===== config.mk =====
export PLATFORM = sky130hd
export DESIGN_NAME = flash_wr_seq
export DESIGN_NICKNAME = d
export VERILOG_FILES = /design/src/rtl/flash_seq_pkg.sv /design/src/rtl/flash_seq_shift.sv /design/src/rtl/flash_seq_buf.sv /design/src/rtl/flash_seq_ctrl.sv /design/src/rtl/flash_wr_seq.sv
export SDC_FILE = /design/constraint.sdc
export NUM_CORES = 1
export LEC_CHECK = 0
export BUFFER_PORTS_ARGS = -buffer_cell sky130_fd_sc_hd__buf_2
export CELL_PAD_IN_SITES_DETAIL_PLACEMENT = 0
export CELL_PAD_IN_SITES_GLOBAL_PLACEMENT = 2
export CORE_ASPECT_RATIO = 1.2
export CORE_MARGIN = 2
export CORE_UTILIZATION = 33
export DETAILED_ROUTE_END_ITERATION = 6
export PLACE_DENSITY = 0.71
export SLEW_MARGIN = 20
export SYNTH_ARGS = -nofsm -noshare
export SYNTH_HDL_FRONTEND = slang
export SYNTH_SLANG_ARGS = --single-unit

===== constraint.sdc =====
create_clock -name clk -period 5.9 [get_ports clk]
set_input_delay 1.18 -clock clk [delete_from_list [all_inputs] [get_ports clk]]
set_output_delay 1.18 -clock clk [all_outputs]
set_load 0.02 [all_outputs]

===== src/rtl/flash_seq_pkg.sv =====
// Shared types and opcodes for the flash write/erase sequencer.
// Assumes a flash with 3-byte addressing and single-lane transfers.
package flash_seq_pkg;
    typedef enum logic [1:0] {OP_CFG = 2'd0, OP_ERASE = 2'd1, OP_PROG = 2'd2, OP_BAD = 2'd3} op_e;
    typedef enum logic [1:0] {FR_WREN, FR_WELCHK, FR_CMD, FR_POLL} frame_e;
    typedef enum logic [1:0] {ST_IDLE, ST_FRAME, ST_GAP} state_e;

    localparam logic [7:0]  OPC_WREN  = 8'h06;
    localparam logic [7:0]  OPC_RDSR  = 8'h05;
    localparam logic [7:0]  OPC_WRCFG = 8'h71;
    localparam logic [7:0]  OPC_ERASE = 8'h20;
    localparam logic [7:0]  OPC_PROG  = 8'h02;
    localparam logic [23:0] CFG_ADDR  = 24'h000002;
endpackage


===== src/rtl/flash_seq_shift.sv =====
// One-byte SPI mode-0 shift engine.
// What it does: shifts one byte out on MOSI, MSB first, and samples MISO on each rising SCK.
// Assumes: chip select is owned by the caller, and start is honoured only while idle.
// Only the last two received bits are kept, because the caller looks only at status bits 1 and 0.
module flash_seq_shift #(
    parameter int DIV = 2
) (
    input  logic       clk,
    input  logic       rst_n,
    input  logic       start,
    input  logic [7:0] tx,
    input  logic       miso,
    output logic       busy,
    output logic       done,
    output logic [1:0] stat,
    output logic       sck,
    output logic       mosi
);
    localparam int CW = (DIV > 1) ? $clog2(DIV) : 1;

    logic [CW-1:0] div_cnt;
    logic [2:0]    bits;
    logic [7:0]    shreg;

    assign mosi = shreg[7];

    // Byte engine: SCK is divided from clk, MISO is sampled on the rise and the next bit is shifted on the fall.
    always_ff @(posedge clk) begin
        if (!rst_n) begin
            busy    <= 1'b0;
            done    <= 1'b0;
            stat    <= 2'b00;
            sck     <= 1'b0;
            shreg   <= 8'h00;
            div_cnt <= '0;
            bits    <= 3'd0;
        end else begin
            done <= 1'b0;
            if (!busy) begin
                if (start) begin
                    busy    <= 1'b1;
                    shreg   <= tx;
                    div_cnt <= '0;
                    bits    <= 3'd0;
                    sck     <= 1'b0;
                end
            end else if (div_cnt == CW'(DIV - 1)) begin
                div_cnt <= '0;
                if (!sck) begin
                    sck  <= 1'b1;
                    stat <= {stat[0], miso};
                end else begin
                    sck <= 1'b0;
                    if (bits == 3'd7) begin
                        busy <= 1'b0;
                        done <= 1'b1;
                    end else begin
                        bits  <= bits + 3'd1;
                        shreg <= {shreg[6:0], 1'b0};
                    end
                end
            end else begin
                div_cnt <= div_cnt + CW'(1);
            end
        end
    end

    // MOSI holds while SCK is high.
    assert_mosi_hold_R9: assert property (@(posedge clk) disable iff (!rst_n)
        sck |-> $stable(mosi));
    // SCK toggles only while a byte is being shifted.
    assert_sck_busy_R9: assert property (@(posedge clk) disable iff (!rst_n)
        sck |-> busy);
endmodule


===== src/rtl/flash_seq_buf.sv =====
// Program/config byte buffer.
// What it does: the host writes bytes by index, and the sequencer reads them combinationally by index.
// Assumes: indices stay below DEPTH, which the caller guarantees.
module flash_seq_buf #(
    parameter int DEPTH = 8,
    parameter int IW    = $clog2(DEPTH)
) (
    input  logic          clk,
    input  logic          rst_n,
    input  logic          wr_en,
    input  logic [IW-1:0] wr_idx,
    input  logic [7:0]    wr_data,
    input  logic [IW-1:0] rd_idx,
    output logic [7:0]    rd_data
);
    logic [7:0] mem [DEPTH];

    // Storage: cleared on reset, written one byte per cycle.
    always_ff @(posedge clk) begin
        if (!rst_n) begin
            for (int i = 0; i < DEPTH; i++) mem[i] <= 8'h00;
        end else if (wr_en) begin
            mem[wr_idx] <= wr_data;
        end
    end

    assign rd_data = mem[rd_idx];
endmodule


===== src/rtl/flash_seq_ctrl.sv =====
// Transaction sequencer.
// What it does: expands one request into a chain of chip-select frames
// (write-enable, optional latch check, command, status poll loop) and decides the outcome.
// Assumes: the byte engine returns status bits [1:0] of the last byte shifted.
module flash_seq_ctrl
    import flash_seq_pkg::*;
#(
    parameter int DEPTH     = 8,
    parameter int DIV       = 2,
    parameter int GAP_SCK   = 2,
    parameter int POLL_MAX  = 64,
    parameter bit WEL_CHECK = 1'b1,
    parameter int LW        = $clog2(DEPTH + 1),
    parameter int IW        = $clog2(DEPTH)
) (
    input  logic          clk,
    input  logic          rst_n,
    input  logic          start,
    input  logic [1:0]    op,
    input  logic [23:0]   addr,
    input  logic [LW-1:0] len,
    input  logic          sh_busy,
    input  logic          sh_done,
    input  logic [1:0]    sh_stat,
    input  logic [7:0]    buf_data,
    output logic [IW-1:0] buf_idx,
    output logic          sh_start,
    output logic [7:0]    sh_tx,
    output logic          cs_n,
    output logic          busy,
    output logic          done,
    output logic          error
);
    localparam int GAP_CLK = GAP_SCK * 2 * DIV;
    localparam int GW      = $clog2(GAP_CLK + 1);
    localparam int PW      = $clog2(POLL_MAX + 1);
    localparam int FW      = LW + 3;

    state_e        state;
    frame_e        kind, next_kind;
    op_e           op_q;
    logic [23:0]   addr_q, eff_addr;
    logic [LW-1:0] len_q;
    logic [FW-1:0] idx, flen;
    logic [GW-1:0] gap_cnt, hi_cnt;
    logic [PW-1:0] poll_cnt;
    logic [7:0]    opcode, tx_byte;
    logic          pend, fin, fail, req_ok;

    assign busy     = (state != ST_IDLE);
    assign eff_addr = (op_q == OP_CFG) ? CFG_ADDR : addr_q;
    assign buf_idx  = IW'(idx - FW'(4));
    assign req_ok   = (op_e'(op) != OP_BAD) &&
                      ((op_e'(op) != OP_PROG) || ((len != '0) && (len <= LW'(DEPTH))));

    // Opcode selection for the command frame.
    always_comb begin
        case (op_q)
            OP_CFG:   opcode = OPC_WRCFG;
            OP_ERASE: opcode = OPC_ERASE;
            default:  opcode = OPC_PROG;
        endcase
    end

    // Frame length in bytes for the current frame kind.
    always_comb begin
        case (kind)
            FR_WREN: flen = FW'(1);
            FR_CMD:  flen = (op_q == OP_CFG)   ? FW'(5) :
                            (op_q == OP_ERASE) ? FW'(4) : FW'(4) + FW'(len_q);
            default: flen = FW'(2);
        endcase
    end

    // Byte to send at position idx of the current frame.
    always_comb begin
        case (kind)
            FR_WREN: tx_byte = OPC_WREN;
            FR_CMD: begin
                case (idx)
                    FW'(0):  tx_byte = opcode;
                    FW'(1):  tx_byte = eff_addr[23:16];
                    FW'(2):  tx_byte = eff_addr[15:8];
                    FW'(3):  tx_byte = eff_addr[7:0];
                    default: tx_byte = buf_data;
                endcase
            end
            default: tx_byte = (idx == '0) ? OPC_RDSR : 8'h00;
        endcase
    end

    // Main sequencer: frame launch, per-byte progress, end-of-frame decision, gap timing.
    always_ff @(posedge clk) begin
        if (!rst_n) begin
            state     <= ST_IDLE;
            kind      <= FR_WREN;
            next_kind <= FR_WREN;
            op_q      <= OP_CFG;
            addr_q    <= '0;
            len_q     <= '0;
            idx       <= '0;
            gap_cnt   <= '0;
            poll_cnt  <= '0;
            pend      <= 1'b0;
            fin       <= 1'b0;
            fail      <= 1'b0;
            cs_n      <= 1'b1;
            done      <= 1'b0;
            error     <= 1'b0;
            sh_start  <= 1'b0;
            sh_tx     <= 8'h00;
        end else begin
            done     <= 1'b0;
            error    <= 1'b0;
            sh_start <= 1'b0;
            unique case (state)
                ST_IDLE: begin
                    if (start) begin
                        if (!req_ok) begin
                            done  <= 1'b1;
                            error <= 1'b1;
                        end else begin
                            op_q   <= op_e'(op);
                            addr_q <= addr;
                            len_q  <= len;
                            kind   <= FR_WREN;
                            idx    <= '0;
                            pend   <= 1'b1;
                            fin    <= 1'b0;
                            fail   <= 1'b0;
                            cs_n   <= 1'b0;
                            state  <= ST_FRAME;
                        end
                    end
                end
                ST_FRAME: begin
                    if (pend && !sh_busy) begin
                        sh_start <= 1'b1;
                        sh_tx    <= tx_byte;
                        pend     <= 1'b0;
                    end else if (sh_done) begin
                        if (idx == flen - FW'(1)) begin
                            cs_n    <= 1'b1;
                            state   <= ST_GAP;
                            gap_cnt <= GW'(GAP_CLK - 1);
                            case (kind)
                                FR_WREN:   next_kind <= WEL_CHECK ? FR_WELCHK : FR_CMD;
                                FR_WELCHK: begin
                                    if (sh_stat[1]) next_kind <= FR_CMD;
                                    else begin
                                        fin  <= 1'b1;
                                        fail <= 1'b1;
                                    end
                                end
                                FR_CMD: begin
                                    next_kind <= FR_POLL;
                                    poll_cnt  <= '0;
                                end
                                default: begin
                                    if (!sh_stat[0]) fin <= 1'b1;
                                    else if (poll_cnt == PW'(POLL_MAX - 1)) begin
                                        fin  <= 1'b1;
                                        fail <= 1'b1;
                                    end else begin
                                        poll_cnt  <= poll_cnt + PW'(1);
                                        next_kind <= FR_POLL;
                                    end
                                end
                            endcase
                        end else begin
                            idx  <= idx + FW'(1);
                            pend <= 1'b1;
                        end
                    end
                end
                ST_GAP: begin
                    if (gap_cnt == '0) begin
                        if (fin) begin
                            state <= ST_IDLE;
                            done  <= 1'b1;
                            error <= fail;
                        end else begin
                            kind  <= next_kind;
                            idx   <= '0;
                            pend  <= 1'b1;
                            cs_n  <= 1'b0;
                            state <= ST_FRAME;
                        end
                    end else begin
                        gap_cnt <= gap_cnt - GW'(1);
                    end
                end
                default: state <= ST_IDLE;
            endcase
        end
    end

    // Observation counter of CS_n high cycles, saturating, for the gap property.
    always_ff @(posedge clk) begin
        if (!rst_n) hi_cnt <= GW'(GAP_CLK);
        else if (!cs_n) hi_cnt <= '0;
        else if (hi_cnt != GW'(GAP_CLK)) hi_cnt <= hi_cnt + GW'(1);
    end

    // a new frame opens only after the minimum high time.
    assert_cs_gap_R8: assert property (@(posedge clk) disable iff (!rst_n)
        $fell(cs_n) |-> (hi_cnt >= GW'(GAP_CLK)));
    // an accepted request always begins with the write-enable frame.
    assert_wren_first_R1: assert property (@(posedge clk) disable iff (!rst_n)
        $rose(busy) |-> (kind == FR_WREN) && !cs_n);
    // completion is reported only with chip select released.
    assert_done_released_R6: assert property (@(posedge clk) disable iff (!rst_n)
        done |-> cs_n && !busy);
    // the error flag never appears without done.
    assert_error_with_done_R7: assert property (@(posedge clk) disable iff (!rst_n)
        error |-> done);
    // a malformed request is rejected on the next cycle.
    assert_bad_request_R10: assert property (@(posedge clk) disable iff (!rst_n)
        (start && !busy && !req_ok) |=> done && error && cs_n);
endmodule


===== src/rtl/flash_wr_seq.sv =====
// Top of the serial flash write/erase sequencer.
// What it does: ties the request port, the byte buffer, the sequencer and the SPI byte engine together.
// Assumes: a single-lane flash in SPI mode 0 with 3-byte addressing.
module flash_wr_seq #(
    parameter int DEPTH     = 8,
    parameter int DIV       = 2,
    parameter int GAP_SCK   = 2,
    parameter int POLL_MAX  = 64,
    parameter bit WEL_CHECK = 1'b1,
    parameter int LW        = $clog2(DEPTH + 1),
    parameter int IW        = $clog2(DEPTH)
) (
    input  logic          clk,
    input  logic          rst_n,
    input  logic [1:0]    req_op,
    input  logic [23:0]   req_addr,
    input  logic [LW-1:0] req_len,
    input  logic          start,
    input  logic          buf_we,
    input  logic [IW-1:0] buf_idx,
    input  logic [7:0]    buf_wdata,
    output logic          busy,
    output logic          done,
    output logic          error,
    output logic          cs_n,
    output logic          sck,
    output logic          mosi,
    input  logic          miso
);
    logic          sh_start, sh_busy, sh_done;
    logic [7:0]    sh_tx, rd_data;
    logic [1:0]    sh_stat;
    logic [IW-1:0] rd_idx;

    flash_seq_buf #(.DEPTH(DEPTH), .IW(IW)) u_buf (
        .clk(clk), .rst_n(rst_n), .wr_en(buf_we), .wr_idx(buf_idx),
        .wr_data(buf_wdata), .rd_idx(rd_idx), .rd_data(rd_data)
    );

    flash_seq_ctrl #(
        .DEPTH(DEPTH), .DIV(DIV), .GAP_SCK(GAP_SCK), .POLL_MAX(POLL_MAX),
        .WEL_CHECK(WEL_CHECK), .LW(LW), .IW(IW)
    ) u_ctrl (
        .clk(clk), .rst_n(rst_n), .start(start), .op(req_op), .addr(req_addr),
        .len(req_len), .sh_busy(sh_busy), .sh_done(sh_done), .sh_stat(sh_stat),
        .buf_data(rd_data), .buf_idx(rd_idx), .sh_start(sh_start), .sh_tx(sh_tx),
        .cs_n(cs_n), .busy(busy), .done(done), .error(error)
    );

    flash_seq_shift #(.DIV(DIV)) u_shift (
        .clk(clk), .rst_n(rst_n), .start(sh_start), .tx(sh_tx), .miso(miso),
        .busy(sh_busy), .done(sh_done), .stat(sh_stat), .sck(sck), .mosi(mosi)
    );

    // SCK is idle low outside a chip-select frame.
    assert_sck_in_frame_R9: assert property (@(posedge clk) disable iff (!rst_n)
        sck |-> !cs_n);
endmodule


==> results.tsv <==
metric	value	unit
RSZ-0062 raised after global routing	no	
post-route ant nets	0	
DIE AREA	23800	um2
cell family with most CP delay	simple AND/OR/NAND/NOR gates	
pre-CTS setup slack	2.34	ns
Nets	840	
vias in the first global route	5747	
most numerous cell in the Yosys netlist	nand2_1	
placed cell count	1039	
Die Wd	141	um
Post-synth EDFFs	64	
final hold viol count	0	
Comb pwr share	14.8	%
largest family of logic cells by synthesized area	simple AND/OR/NAND/NOR gates	
Avg WL per Cell	17.5	um
Pwr per Cell Area	315	nW/um2
critical-path cell list	and2b_1 -> o21ai_0 -> nand2_1 -> ha_1 -> xnor2_1 -> or3_1 -> a21oi_1 -> nand3_1 -> or3_4 -> a311o_1	
cell accounting for the most synthesized area	edfxtp_1	
clock-pin slew on the worst setup and hold paths	0.07	ns
WP data arrival	3.89	ns
clock buffer count from CTS	17	
CTS Sinks	150	
Synth Instances	750	
largest net degree at the start of global routing	47	
CTS tree	yes	
status	finished clean	
startpoint types	flop	
origin of the critical flop-to-flop path	u_ctrl.op_q[1]	
critical path endpoint	u_ctrl.poll_cnt[2]	
synth cell count leaders	nand2_1, dfxtp_1, and2_1	
Crit Path Category	flop to flop	
antenna diode count	0	
final std cells w/o fill	1071	
Pleak	3.02	nW
Die H	169	um
Worst Hold Launch	u_ctrl.addr_q[6]	
Initial Utilization	33.4	%
Clk network pwr share	40.1	%
CP required	6.22	ns
P_int	0.00187	W
Syn-to-layout area delta	14.0	%
Post-Synth XOR/XNOR Area	0.353	%
drt initial violations	317	
CP Capture Type	flop	
Async SR Flop Fraction	0	%
clk_lat worst skew	0.44	ns
post-synthesis sequential area ratio	48.9	%
dpl hpwl	13.5	mm
Netlist cell types	67	
Mean Syn Cell Area	9.93	um2
Root Buffer	clkbuf_16	
fin crit period	3.57	ns
CP Max Fanout	13	
Final Wtd Congestion	0.792	
first-pass GRT wire length	30.8	mm
setup_tns	0	ns
post-synthesis register bit count	150	
initial antenna violation count	0	
skew final	0.0133	ns
Max Slew Vio Count	0	
ranking of synthesized cells by area	edfxtp_1, dfxtp_1, and2_1	
syn nets	811	
worst min path class	flop to flop	
Seq pwr share	45.1	%
post-synthesis mux area share	8.10	%
CORE AREA	22300	um2
Post-synth top flop	dfxtp_1	
relative slew slack	33.3	%
adder-cell share of the synthesized area	2.52	%
Worst Reg2Reg Path Length in Cells	10	
Clock Path Buffers	2	
yosys warns	0	
Mapped Area	7440	um2
CP startpoint	u_ctrl.op_q[1]	
Total Routing Usage GR	16.6	%
H-tree Lvls	4	
CTS Hold Bufs	0	
Switch Pwr	0.000810	W
Max-Cap Viols	0	
max incr delay on CP	0.58	ns
Pre-antenna DRT Iters	5	
Post-CTS Setup Inserts	0	
ratio of cells with drive above 1 in the final layout	15.7	%
Tightest Pin Transition	1.00	ns
worst reg2reg setup slack	2.33	ns
DRT Wirelength	18.7	mm
period utilisation layout	60.5	%
instance count on the critical path	10	
f_max	280	MHz
num rows	60	
Vias per Instance	5.31	
vias post-DR	5692	
share of Yosys cell area claimed by the top area cell type	25.8	%
reg-to-reg critical path endpoint	u_ctrl.poll_cnt[2]	
Total Power	0.00267	W
number of I/O pins	52	
Simple-Gate Fraction of Synth Area	21.6	%
remaining global-route overflow	0	
DRC	0	
Final setup viols	0	
Max IR drop VDD	201	uV
Switching Fraction	30.3	%
critical path's slowest cell	dfxtp_1	
Buf/Inv on CP	0	
post_cts resized	0	
I/O Buffers	51	
Synth Area in Compound Gates	14.5	%
final setup margin	2.33	ns
[through the flow]
step                cell area [um2]  utilization, %  hold WS, ns
global route                   8490            38.1        0.480
floorplan                      7440               -        0.427
detailed placement             7910            35.5        0.450
global placement               7900            35.4        0.446
finish                         8490            38.1        0.457
CTS                            8480            38.1        0.459
[cell families (layout without fill, tap and decap cells)]
kind of cell | Yosys count | after routing
simple gates | 312 | 312
mux | 40 | 40
buf+inv | 70 | 112
xor+xnor | 3 | 3
compound gates | 160 | 160
flops | 150 | 150
fa+ha+maj | 15 | 15
[state kept, by name (all words and copies together) (netlist names), 2 cells and up]
signal / flops
u_ctrl.idx: 7
u_ctrl.len_q: 4
u_shift.stat: 2
u_ctrl.sh_tx: 8
u_ctrl.gap_cnt: 4
u_ctrl.state: 2
u_ctrl.addr_q: 24
u_ctrl.poll_cnt: 7
u_ctrl.op_q: 2
u_ctrl.next_kind: 2
u_shift.shreg: 8
u_shift.bits: 3
u_ctrl.kind: 2
u_buf.mem: 64
[layout make-up]
cell class	count	area [um2]
clock buffer	17	425
clock inverter	15	154
fill	2218	13800
inverter	20	75.1
multi-input combinational	530	3520
sequential	150	3640
tap	279	349
timing repair buffer	60	323
[cells in the final DEF (no fill, tap or decap), types with 9 or more instances in the layout]
master     count
edfxtp_1      64
dfxtp_1       86
nand3_1       16
and2_1        67
inv_1         18
mux2i_1       22
a211oi_1      10
nand4_1       11
nand2_1       97
clkbuf_16     17
a31oi_1       10
ha_1          15
buf_4          9
o211ai_1      12
buf_2         51
nor3_1        13
and3_1        13
nor2_1        49
o21ai_0       13
a21oi_1       47
mux4_2        16
[how the worst min path moves through the flow]
stage                                   end  slack [ns]  cells past startpoint
after global placement     u_ctrl.addr_q[1]        0.45                      2
after detailed placement  u_ctrl.addr_q[11]        0.45                      2
after floorplan                 u_ctrl.fail        0.43                      2
final                      u_ctrl.addr_q[6]        0.46                      2
after global routing      u_ctrl.addr_q[11]        0.48                      2
after CTS                 u_ctrl.addr_q[13]        0.46                      2
[routing by layer]
metal,track usage (%),wire length (um),up-vias
met3,2.86,546,21
li1,-,-,2819
met1,20.0,8030,2747
met2,29.9,9880,105
met5,0,0,-
met4,5.52,295,0
[power groups by stage]
| stage | clock network, W | logic, W | registers, W |
|---|---|---|---|
| global placement | 0 | 0.000389 | 0.00123 |
| global route | 0.00114 | 0.000449 | 0.00122 |
| detailed placement | 0 | 0.000397 | 0.00123 |
| floorplan | 0 | 0.000279 | 0.00122 |
| finish | 0.00107 | 0.000396 | 0.00121 |
| CTS | 0.00109 | 0.000400 | 0.00121 |
[worst min-delay path: stages (launching register included)]
cell and delay (ns):
dfxtp_1 0.31, nand2_1 0.05, a21oi_1 0.05
No activity file was read; power rests on OpenSTA's default activity.
